--- src/rtl/sysmgmt_tgt_pkg.sv ---
package sysmgmt_tgt_pkg;

    typedef enum logic [2:0] {
        ST_READY,
        ST_WRITING,
        ST_WAIT_RSP,
        ST_RESPONSE,
        ST_LAST
    } tgt_state_e;

    // Register offsets seen by the host
    localparam logic [1:0] ADR_DATA  = 2'd0;
    localparam logic [1:0] ADR_CS    = 2'd1;
    localparam logic [1:0] ADR_FLAGS = 2'd2;

    // Operation field (bits 3:0) of control and status codes
    localparam logic [3:0] OP_IDLE     = 4'd0;
    localparam logic [3:0] OP_WR_START = 4'd1;
    localparam logic [3:0] OP_WR_NEXT  = 4'd2;
    localparam logic [3:0] OP_WR_END   = 4'd3;
    localparam logic [3:0] OP_RD_START = 4'd4;
    localparam logic [3:0] OP_RD_NEXT  = 4'd5;
    localparam logic [3:0] OP_RD_END   = 4'd6;

    localparam logic [7:0] CTL_BASE = 8'h40;
    localparam logic [7:0] STS_BASE = 8'hC0;

    localparam logic [7:0] ERR_NONE        = 8'h00;
    localparam logic [7:0] ERR_ILLEGAL_CTL = 8'h02;
    localparam logic [7:0] ERR_BUF_FULL    = 8'h05;

    function automatic logic [7:0] ctl_code(input logic [3:0] op);
        return CTL_BASE | {4'h0, op};
    endfunction

    function automatic logic [7:0] sts_code(input logic [3:0] op);
        return STS_BASE | {4'h0, op};
    endfunction

endpackage

--- src/rtl/sysmgmt_busy_timer.sv ---
module sysmgmt_busy_timer #(
    parameter int BUSY_CYCLES = 3,
    localparam int CW = $clog2(BUSY_CYCLES + 1)
) (
    input  logic clk,
    input  logic rst_n,
    input  logic set_i,
    output logic busy_o,
    output logic fire_o
);

    logic          busy_q;
    logic [CW-1:0] cnt_q;

    assign fire_o = busy_q && (cnt_q == '0);
    assign busy_o = busy_q;

    always_ff @(posedge clk or negedge rst_n) begin
        if (!rst_n) begin
            busy_q <= 1'b0;
            cnt_q  <= '0;
        end else if (fire_o) begin
            busy_q <= 1'b0;
        end else if (busy_q) begin
            cnt_q <= cnt_q - 1'b1;
        end else if (set_i) begin
            busy_q <= 1'b1;
            cnt_q  <= CW'(BUSY_CYCLES - 1);
        end
    end

endmodule

--- src/rtl/sysmgmt_byte_buf.sv ---
module sysmgmt_byte_buf #(
    parameter int DEPTH = 80,
    localparam int AW = $clog2(DEPTH),
    localparam int CW = $clog2(DEPTH + 1)
) (
    input  logic          clk,
    input  logic          rst_n,
    input  logic          clr_i,
    input  logic          push_i,
    input  logic [7:0]    byte_i,
    output logic [CW-1:0] cnt_o,
    input  logic [AW-1:0] raddr_i,
    output logic [7:0]    rdata_o
);

    logic [7:0]    mem [DEPTH];
    logic [CW-1:0] cnt_q;
    logic [AW-1:0] wr_idx;
    logic          accept;

    assign wr_idx  = clr_i ? '0 : cnt_q[AW-1:0];
    assign accept  = push_i && (clr_i || (int'(cnt_q) < DEPTH));
    assign cnt_o   = cnt_q;
    assign rdata_o = (int'(raddr_i) < DEPTH) ? mem[raddr_i] : 8'h00;

    always_ff @(posedge clk or negedge rst_n) begin
        if (!rst_n) begin
            cnt_q <= '0;
        end else if (clr_i) begin
            cnt_q <= push_i ? CW'(1) : '0;
        end else if (accept) begin
            cnt_q <= cnt_q + 1'b1;
        end
    end

    always_ff @(posedge clk) begin
        if (accept) begin
            mem[wr_idx] <= byte_i;
        end
    end

endmodule

--- src/rtl/sysmgmt_target.sv ---
module sysmgmt_target
    import sysmgmt_tgt_pkg::*;
#(
    parameter int DEPTH = 80,
    parameter int BUSY_CYCLES = 3,
    localparam int AW = $clog2(DEPTH),
    localparam int CW = $clog2(DEPTH + 1)
) (
    input  logic          clk,
    input  logic          rst_n,
    input  logic [1:0]    host_addr,
    input  logic          host_wr,
    input  logic          host_rd,
    input  logic [7:0]    host_wdata,
    output logic [7:0]    host_rdata,
    input  logic          attn_sms,
    input  logic          attn_evm,
    input  logic          attn_smi,
    output logic          req_pending,
    output logic [CW-1:0] req_len,
    input  logic [AW-1:0] req_raddr,
    output logic [7:0]    req_rdata,
    input  logic          rsp_push,
    input  logic [7:0]    rsp_byte,
    input  logic          rsp_done,
    input  logic [7:0]    rsp_err
);

    tgt_state_e    state_q, nxt_state;
    logic [7:0]    status_q, status_n;
    logic [7:0]    data_q, data_n;
    logic [7:0]    ctrl_q, ctrl_n;
    logic [7:0]    err_q, err_n;
    logic [7:0]    rdata_q;
    logic          ovf_q, ovf_n;
    logic [CW-1:0] rd_pos_q, rd_pos_n;

    logic          busy_w, fire_w, set_busy;
    logic          req_clr, req_push, rsp_clr, rsp_acc, bad;
    logic [CW-1:0] req_cnt, rsp_cnt;
    logic [7:0]    rsp_rdata;
    logic [7:0]    flags;
    logic          last_byte;
    logic          host_free_wr;

    assign host_free_wr = host_wr && !busy_w;
    assign set_busy     = host_free_wr && (host_addr == ADR_FLAGS) && host_wdata[0];

    sysmgmt_busy_timer #(.BUSY_CYCLES(BUSY_CYCLES)) u_timer (
        .clk    (clk),
        .rst_n  (rst_n),
        .set_i  (set_busy),
        .busy_o (busy_w),
        .fire_o (fire_w)
    );

    sysmgmt_byte_buf #(.DEPTH(DEPTH)) u_req_buf (
        .clk     (clk),
        .rst_n   (rst_n),
        .clr_i   (req_clr),
        .push_i  (req_push),
        .byte_i  (data_q),
        .cnt_o   (req_cnt),
        .raddr_i (req_raddr),
        .rdata_o (req_rdata)
    );

    sysmgmt_byte_buf #(.DEPTH(DEPTH)) u_rsp_buf (
        .clk     (clk),
        .rst_n   (rst_n),
        .clr_i   (rsp_clr),
        .push_i  (rsp_acc),
        .byte_i  (rsp_byte),
        .cnt_o   (rsp_cnt),
        .raddr_i (rd_pos_q[AW-1:0]),
        .rdata_o (rsp_rdata)
    );

    assign last_byte   = ({1'b0, rd_pos_q} + 1'b1) >= {1'b0, rsp_cnt};
    assign req_pending = (state_q == ST_WAIT_RSP);
    assign req_len     = req_cnt;
    assign host_rdata  = rdata_q;

    // Flags layout: RX ready, TX ready, 0, SMI, EVM, SMS, 0, BSY
    assign flags = {(state_q == ST_RESPONSE),
                    (state_q == ST_READY) || (state_q == ST_WRITING),
                    1'b0, attn_smi, attn_evm, attn_sms, 1'b0, busy_w};

    always_comb begin
        nxt_state = state_q;
        status_n  = status_q;
        data_n    = data_q;
        ctrl_n    = ctrl_q;
        err_n     = err_q;
        ovf_n     = ovf_q;
        rd_pos_n  = rd_pos_q;
        req_clr   = 1'b0;
        req_push  = 1'b0;
        rsp_clr   = 1'b0;
        rsp_acc   = 1'b0;
        bad       = 1'b0;

        if (host_free_wr && host_addr == ADR_DATA) data_n = host_wdata;
        if (host_free_wr && host_addr == ADR_CS)   ctrl_n = host_wdata;

        if (fire_w) begin
            unique case (state_q)
                ST_READY: begin
                    if (ctrl_q == ctl_code(OP_IDLE)) begin
                        status_n = sts_code(OP_IDLE);
                    end else if (ctrl_q == ctl_code(OP_WR_START)) begin
                        req_clr   = 1'b1;
                        req_push  = 1'b1;
                        ovf_n     = 1'b0;
                        status_n  = sts_code(OP_WR_START);
                        nxt_state = ST_WRITING;
                    end else begin
                        bad = 1'b1;
                    end
                end
                ST_WRITING: begin
                    if (ctrl_q == ctl_code(OP_WR_NEXT)) begin
                        req_push = 1'b1;
                        status_n = sts_code(OP_WR_NEXT);
                        if (int'(req_cnt) == DEPTH) ovf_n = 1'b1;
                    end else if (ctrl_q == ctl_code(OP_WR_END)) begin
                        req_push = 1'b1;
                        status_n = sts_code(OP_WR_END);
                        if (ovf_q || int'(req_cnt) == DEPTH) begin
                            data_n    = ERR_BUF_FULL;
                            nxt_state = ST_READY;
                        end else begin
                            data_n    = ERR_NONE;
                            rsp_clr   = 1'b1;
                            nxt_state = ST_WAIT_RSP;
                        end
                    end else begin
                        bad = 1'b1;
                    end
                end
                ST_WAIT_RSP: begin
                    bad = 1'b1;
                end
                ST_RESPONSE: begin
                    if ((ctrl_q == ctl_code(OP_RD_START) && rd_pos_q == '0) ||
                        (ctrl_q == ctl_code(OP_RD_NEXT)  && rd_pos_q != '0)) begin
                        data_n = (rsp_cnt == '0) ? 8'h00 : rsp_rdata;
                        if (last_byte) begin
                            status_n  = sts_code(OP_RD_END);
                            nxt_state = ST_LAST;
                        end else begin
                            status_n = (rd_pos_q == '0) ? sts_code(OP_RD_START)
                                                        : sts_code(OP_RD_NEXT);
                            rd_pos_n = rd_pos_q + 1'b1;
                        end
                    end else begin
                        bad = 1'b1;
                    end
                end
                ST_LAST: begin
                    if (ctrl_q == ctl_code(OP_RD_END)) begin
                        status_n  = sts_code(OP_IDLE);
                        data_n    = err_q;
                        nxt_state = ST_READY;
                    end else begin
                        bad = 1'b1;
                    end
                end
                default: bad = 1'b1;
            endcase
            if (bad) begin
                status_n  = sts_code(OP_IDLE);
                data_n    = ERR_ILLEGAL_CTL;
                nxt_state = ST_READY;
            end
        end else if (state_q == ST_WAIT_RSP) begin
            rsp_acc = rsp_push;
            if (rsp_done) begin
                err_n     = rsp_err;
                rd_pos_n  = '0;
                nxt_state = ST_RESPONSE;
            end
        end
    end

    // State register
    always_ff @(posedge clk or negedge rst_n) begin
        if (!rst_n) state_q <= ST_READY;
        else        state_q <= nxt_state;
    end

    // Register file and host read port
    always_ff @(posedge clk or negedge rst_n) begin
        if (!rst_n) begin
            status_q <= STS_BASE;
            data_q   <= 8'h00;
            ctrl_q   <= 8'h00;
            err_q    <= 8'h00;
            ovf_q    <= 1'b0;
            rd_pos_q <= '0;
            rdata_q  <= 8'h00;
        end else begin
            status_q <= status_n;
            data_q   <= data_n;
            ctrl_q   <= ctrl_n;
            err_q    <= err_n;
            ovf_q    <= ovf_n;
            rd_pos_q <= rd_pos_n;
            if (host_rd) begin
                case (host_addr)
                    ADR_DATA:  rdata_q <= data_q;
                    ADR_CS:    rdata_q <= status_q;
                    ADR_FLAGS: rdata_q <= flags;
                    default:   rdata_q <= 8'h00;
                endcase
            end
        end
    end

endmodule

--- config.mk ---
export PLATFORM = sky130hd
export DESIGN_NAME = sysmgmt_target
export DESIGN_NICKNAME = d
export VERILOG_FILES = /design/src/rtl/sysmgmt_tgt_pkg.sv /design/src/rtl/sysmgmt_busy_timer.sv /design/src/rtl/sysmgmt_byte_buf.sv /design/src/rtl/sysmgmt_target.sv
export SDC_FILE = /design/constraint.sdc
export NUM_CORES = 1
export LEC_CHECK = 0
export CAP_MARGIN = 20
export CORE_MARGIN = 2
export CORE_UTILIZATION = 50
export DETAILED_ROUTE_END_ITERATION = 8
export PLACE_DENSITY = 0.69
export SLEW_MARGIN = 20
export SYNTH_ARGS = -nofsm -noshare
export SYNTH_HDL_FRONTEND = slang
export SYNTH_SLANG_ARGS = --single-unit
--- constraint.sdc ---
create_clock -name clk -period 6.7 [get_ports clk]
set_input_delay 2.01 -clock clk [delete_from_list [all_inputs] [get_ports clk]]
set_output_delay 2.01 -clock clk [all_outputs]
set_load 0.005 [all_outputs]
==> summary.md <==
| Metric | Value |
|---|---|
| Wirelength per Cell | 29.6 µm |
| Minimum clock period | 6.60 ns |
| Leakage | 19.2 nW |
| Post-Synthesis Cells | 2666 |
| Post-synthesis async set-or-reset flop share | 0.0469 |
| H-tree lvl count | 4 |
| Final setup violation count | 0 |
| Max-cap violations | 0 |
| Hold Path Class | register to register |
| Tot Pwr | 18.1 mW |
| Filler Cell Count | 7686 |
| Synth top area share | 0.719 |
| Post-layout util | 0.570 |
| CTS Sinks | 1343 |
| Synth Cell Area | 53400 µm² |
| Placed Area | 55900 µm² |
| RSZ-0062 raised after global routing | false |
| Max Fclk | 152 MHz |
| Most used routing layer | met2 |
| Fraction of layout cells with a size suffix above 1 | 0.230 |
| Total track usage | 0.236 |
| Drt first pass iters | 6 |
| # IOs | 66 |
| Predominant post-synthesis flop cell | edfxtp_1 |
| Crit Path Max Fanout | 16 |
| Area of the die | 110000 µm² |
| IO Port Bufs | 65 |
| Critical Path Max Stage Delay | 0.52 ns |
| Post-DP HPWL | 78700 µm |
| Hold Crit Start | u_timer.cnt_q[0] |
| Final RePlAce weighted congestion | 0.892 |
| Pwr Density | 300 nW/µm² |
| Initial antenna violation count | 6 |
| Syn Nets | 2722 |
| Leading post-synthesis cells by cell area | edfxtp_1 72%, mux4_2 14%, dfrtp_1 3.0% |
| Die H | 331 µm |
| Met3 Usage GRT | 0.0453 |
| Initial core utilization | 0.505 |
| Max Buffers Root-to-Sink | 3 |
| Die X | 331 µm |
| Setup_tns | 0 ns |
| CP Capture Type | output pin |
| Clk_lat worst skew | 0.75 ns |
| Setup Skew | 0.0236 ns |
| CP Class | input pin to output pin |
| Remaining DRCs | 0 |
| Setup bufs post-CTS | 0 |
| Vias/cell | 6.31 |
| Tcrit/Tclk final | 0.985 |
| Worst path arrival time | 4.59 ns |
| Synthesis Warnings | 0 |
| Peak VDD IR | 0.268 mV |
| DRT antenna net count | 0 |
| Crit-path cells | buf_12 -> buf_12 -> mux4_2 -> mux4_2 -> o211ai_1 -> o221ai_1 -> clkdlybuf4s50_1 |
| Final Hold Fails | 0 |
| Crit Reg-Reg Startpoint | u_req_buf.cnt_o[0] |
| Area of the core region | 106000 µm² |
| DRT Wirelength | 128000 µm |
| Post-synth EDFFs | 1280 |
| Avg Cell Area, Syn | 20.0 µm² |
| Num rows | 119 |
| Worst-margin pin slew | 1.16 ns |
| Via count | 27200 |
| Vias in the first global route | 27500 |
| Hold_ws | 0.490 ns |
| Max-slew headroom | 0.223 |
| Slowest stage cell, crit path | mux4_2 |
| Worst Setup SP | req_raddr[0] |
| Synthesis-stage register bit count | 1343 |
| Layout area overhead | 12.7% |
| Met1 Resource Use GR | 0.331 |
| Critical Path RT | 4.69 ns |
| Starting DRT DRC Count | 3567 |
| Cell taking the most area after synthesis | edfxtp_1 |
| Distinct cells, synth | 74 |
| Largest net degree at the start of global routing | 106 |
| First-pass GRT wire length | 187000 µm |
| Final #Nets | 2864 |
| Clock Tree Root | clkbuf_16 |
| CTS tree | done |
| Reg clk slew, reported paths | 0.06 ns |
| Max-slew violations | 0 |
| CP startpoint kind | input pin |
| Grt total ovfl | 0 |
| Sequential fraction of the synthesis area | 0.749 |
| Met2 usage | 0.377 |
| CTS buffer count | 134 |
| Status | completed |
| Final Cell Area | 60200 µm² |
## cells in the mapped netlist (all sizes together), types with 5 or more instances
cell and instances:
nand4 14, nor2 216, a221oi 6, buf 69, a211oi 26, and3 7, nor4 6, and2 11
inv 36, nand2b 14, clkbuf 68, mux2 44, nand3 35, nor3 14, a22oi 24, nand2 74
a31oi 5, mux4 321, xnor2 9, mux2i 98, dfrtp 63, o221ai 13, a21oi 38, nor2b 13
ha 14, o21ai 30, o211ai 11, edfxtp 1280, o22ai 31
## cell families (layout without fill, tap and decap cells)
kind of cell | Yosys count | count (layout) | synth area share
muxes | 463 | 463 | 0.163
buffers and inverters | 175 | 427 | 0.0155
adders and majority gates | 14 | 14 | 0.00328
other | 0 | 1 | 0
AOI/OAI and AO/OA | 231 | 231 | 0.0306
DFF | 1343 | 1343 | 0.749
xor gates and xnor gates | 13 | 13 | 0.00213
and+or+nand+nor | 427 | 427 | 0.0368
## final timing paths
check                                      end  slack (ns)  cells past startpoint
setup / recovery                  req_rdata[5]        0.10                      7
hold / removal                u_timer.cnt_q[0]        0.49                      1
setup reg to reg           u_rsp_buf.mem[4][7]        2.00                      9
hold reg to reg               u_timer.cnt_q[0]        0.49                      1
max in group asynchronous          rd_pos_q[0]        4.61                      1
min in group asynchronous        host_rdata[4]        1.37                      1
## where the power goes
group          internal [mW]  switching [mW]
Combinational          0.309           0.775
Sequential              9.58          0.0663
Clock                   4.21            3.12
Total                   14.1            3.97
## final cells by class
class	instances	area, µm²	area share
timing repair buffer	143	1410	0.0235
inverter	38	143	0.00237
antenna	1	2.50	0.0000416
multi-input combinational	1148	12600	0.210
sequential	1343	40000	0.665
clock inverter	70	617	0.0102
clock buffer	176	3660	0.0607
tap	1391	1740	0.0289
## metrics by stage
step	worst slack (ns)	std cells
after global routing	0.0376	4309
after detailed placement	0.0131	4062
after global placement	0.0622	4062
after floorplan	0.640	2666
final	0.103	4310
after CTS	0.0171	4308
## cells in the final DEF (no fill, tap or decap), drive strengths merged, types with 11 or more instances in the layout
| master | synthesis | layout |
|---|---|---|
| clkinv | 2 | 51 |
| nand2 | 74 | 74 |
| a21oi | 38 | 38 |
| clkbuf | 68 | 177 |
| inv | 36 | 44 |
| nor2 | 216 | 216 |
| and2 | 11 | 11 |
| nor2b | 13 | 13 |
| o221ai | 13 | 13 |
| nand2b | 14 | 14 |
| edfxtp | 1280 | 1280 |
| o211ai | 11 | 11 |
| mux2i | 98 | 98 |
| a22oi | 24 | 24 |
| clkdlybuf4s50 | 0 | 53 |
| mux4 | 321 | 321 |
| buf | 69 | 89 |
| mux2 | 44 | 44 |
| nand4 | 14 | 14 |
| nor3 | 14 | 14 |
| dfrtp | 63 | 63 |
| nand3 | 35 | 35 |
| o22ai | 31 | 31 |
| ha | 14 | 14 |
| o21ai | 30 | 30 |
| a211oi | 26 | 26 |
## flip-flops by register name, summed over array words and instances (netlist names)
name             count
ctrl_q               8
data_q               8
err_q                8
host_rdata           8
ovf_q                1
rd_pos_q             7
state_q              3
status_q             3
u_req_buf.cnt_o      7
u_req_buf.mem      640
u_rsp_buf.cnt_o      7
u_rsp_buf.mem      640
u_timer.busy_o       1
u_timer.cnt_q        2
## critical path, delay by kind of cell
family                 cells  cell delay (ns)
buffers and inverters      3             0.90
AO/OA/AOI/OAI              2             0.58
multiplexers               2             1.04
## timing repair
item,CTS,global route
setup endpoints to repair,0,7
endpoints found under the hold margin,0,0
hold buffers,0,0
gates resized for setup,0,5
## metal layers
| metal | up-vias | part of all wire |
|---|---|---|
| met5 | - | 0.00031 |
| met2 | 1363 | 0.48 |
| met1 | 14300 | 0.40 |
| met3 | 229 | 0.087 |
| li1 | 11300 | - |
| met4 | 8 | 0.030 |
(Power assumes the default switching activity.)
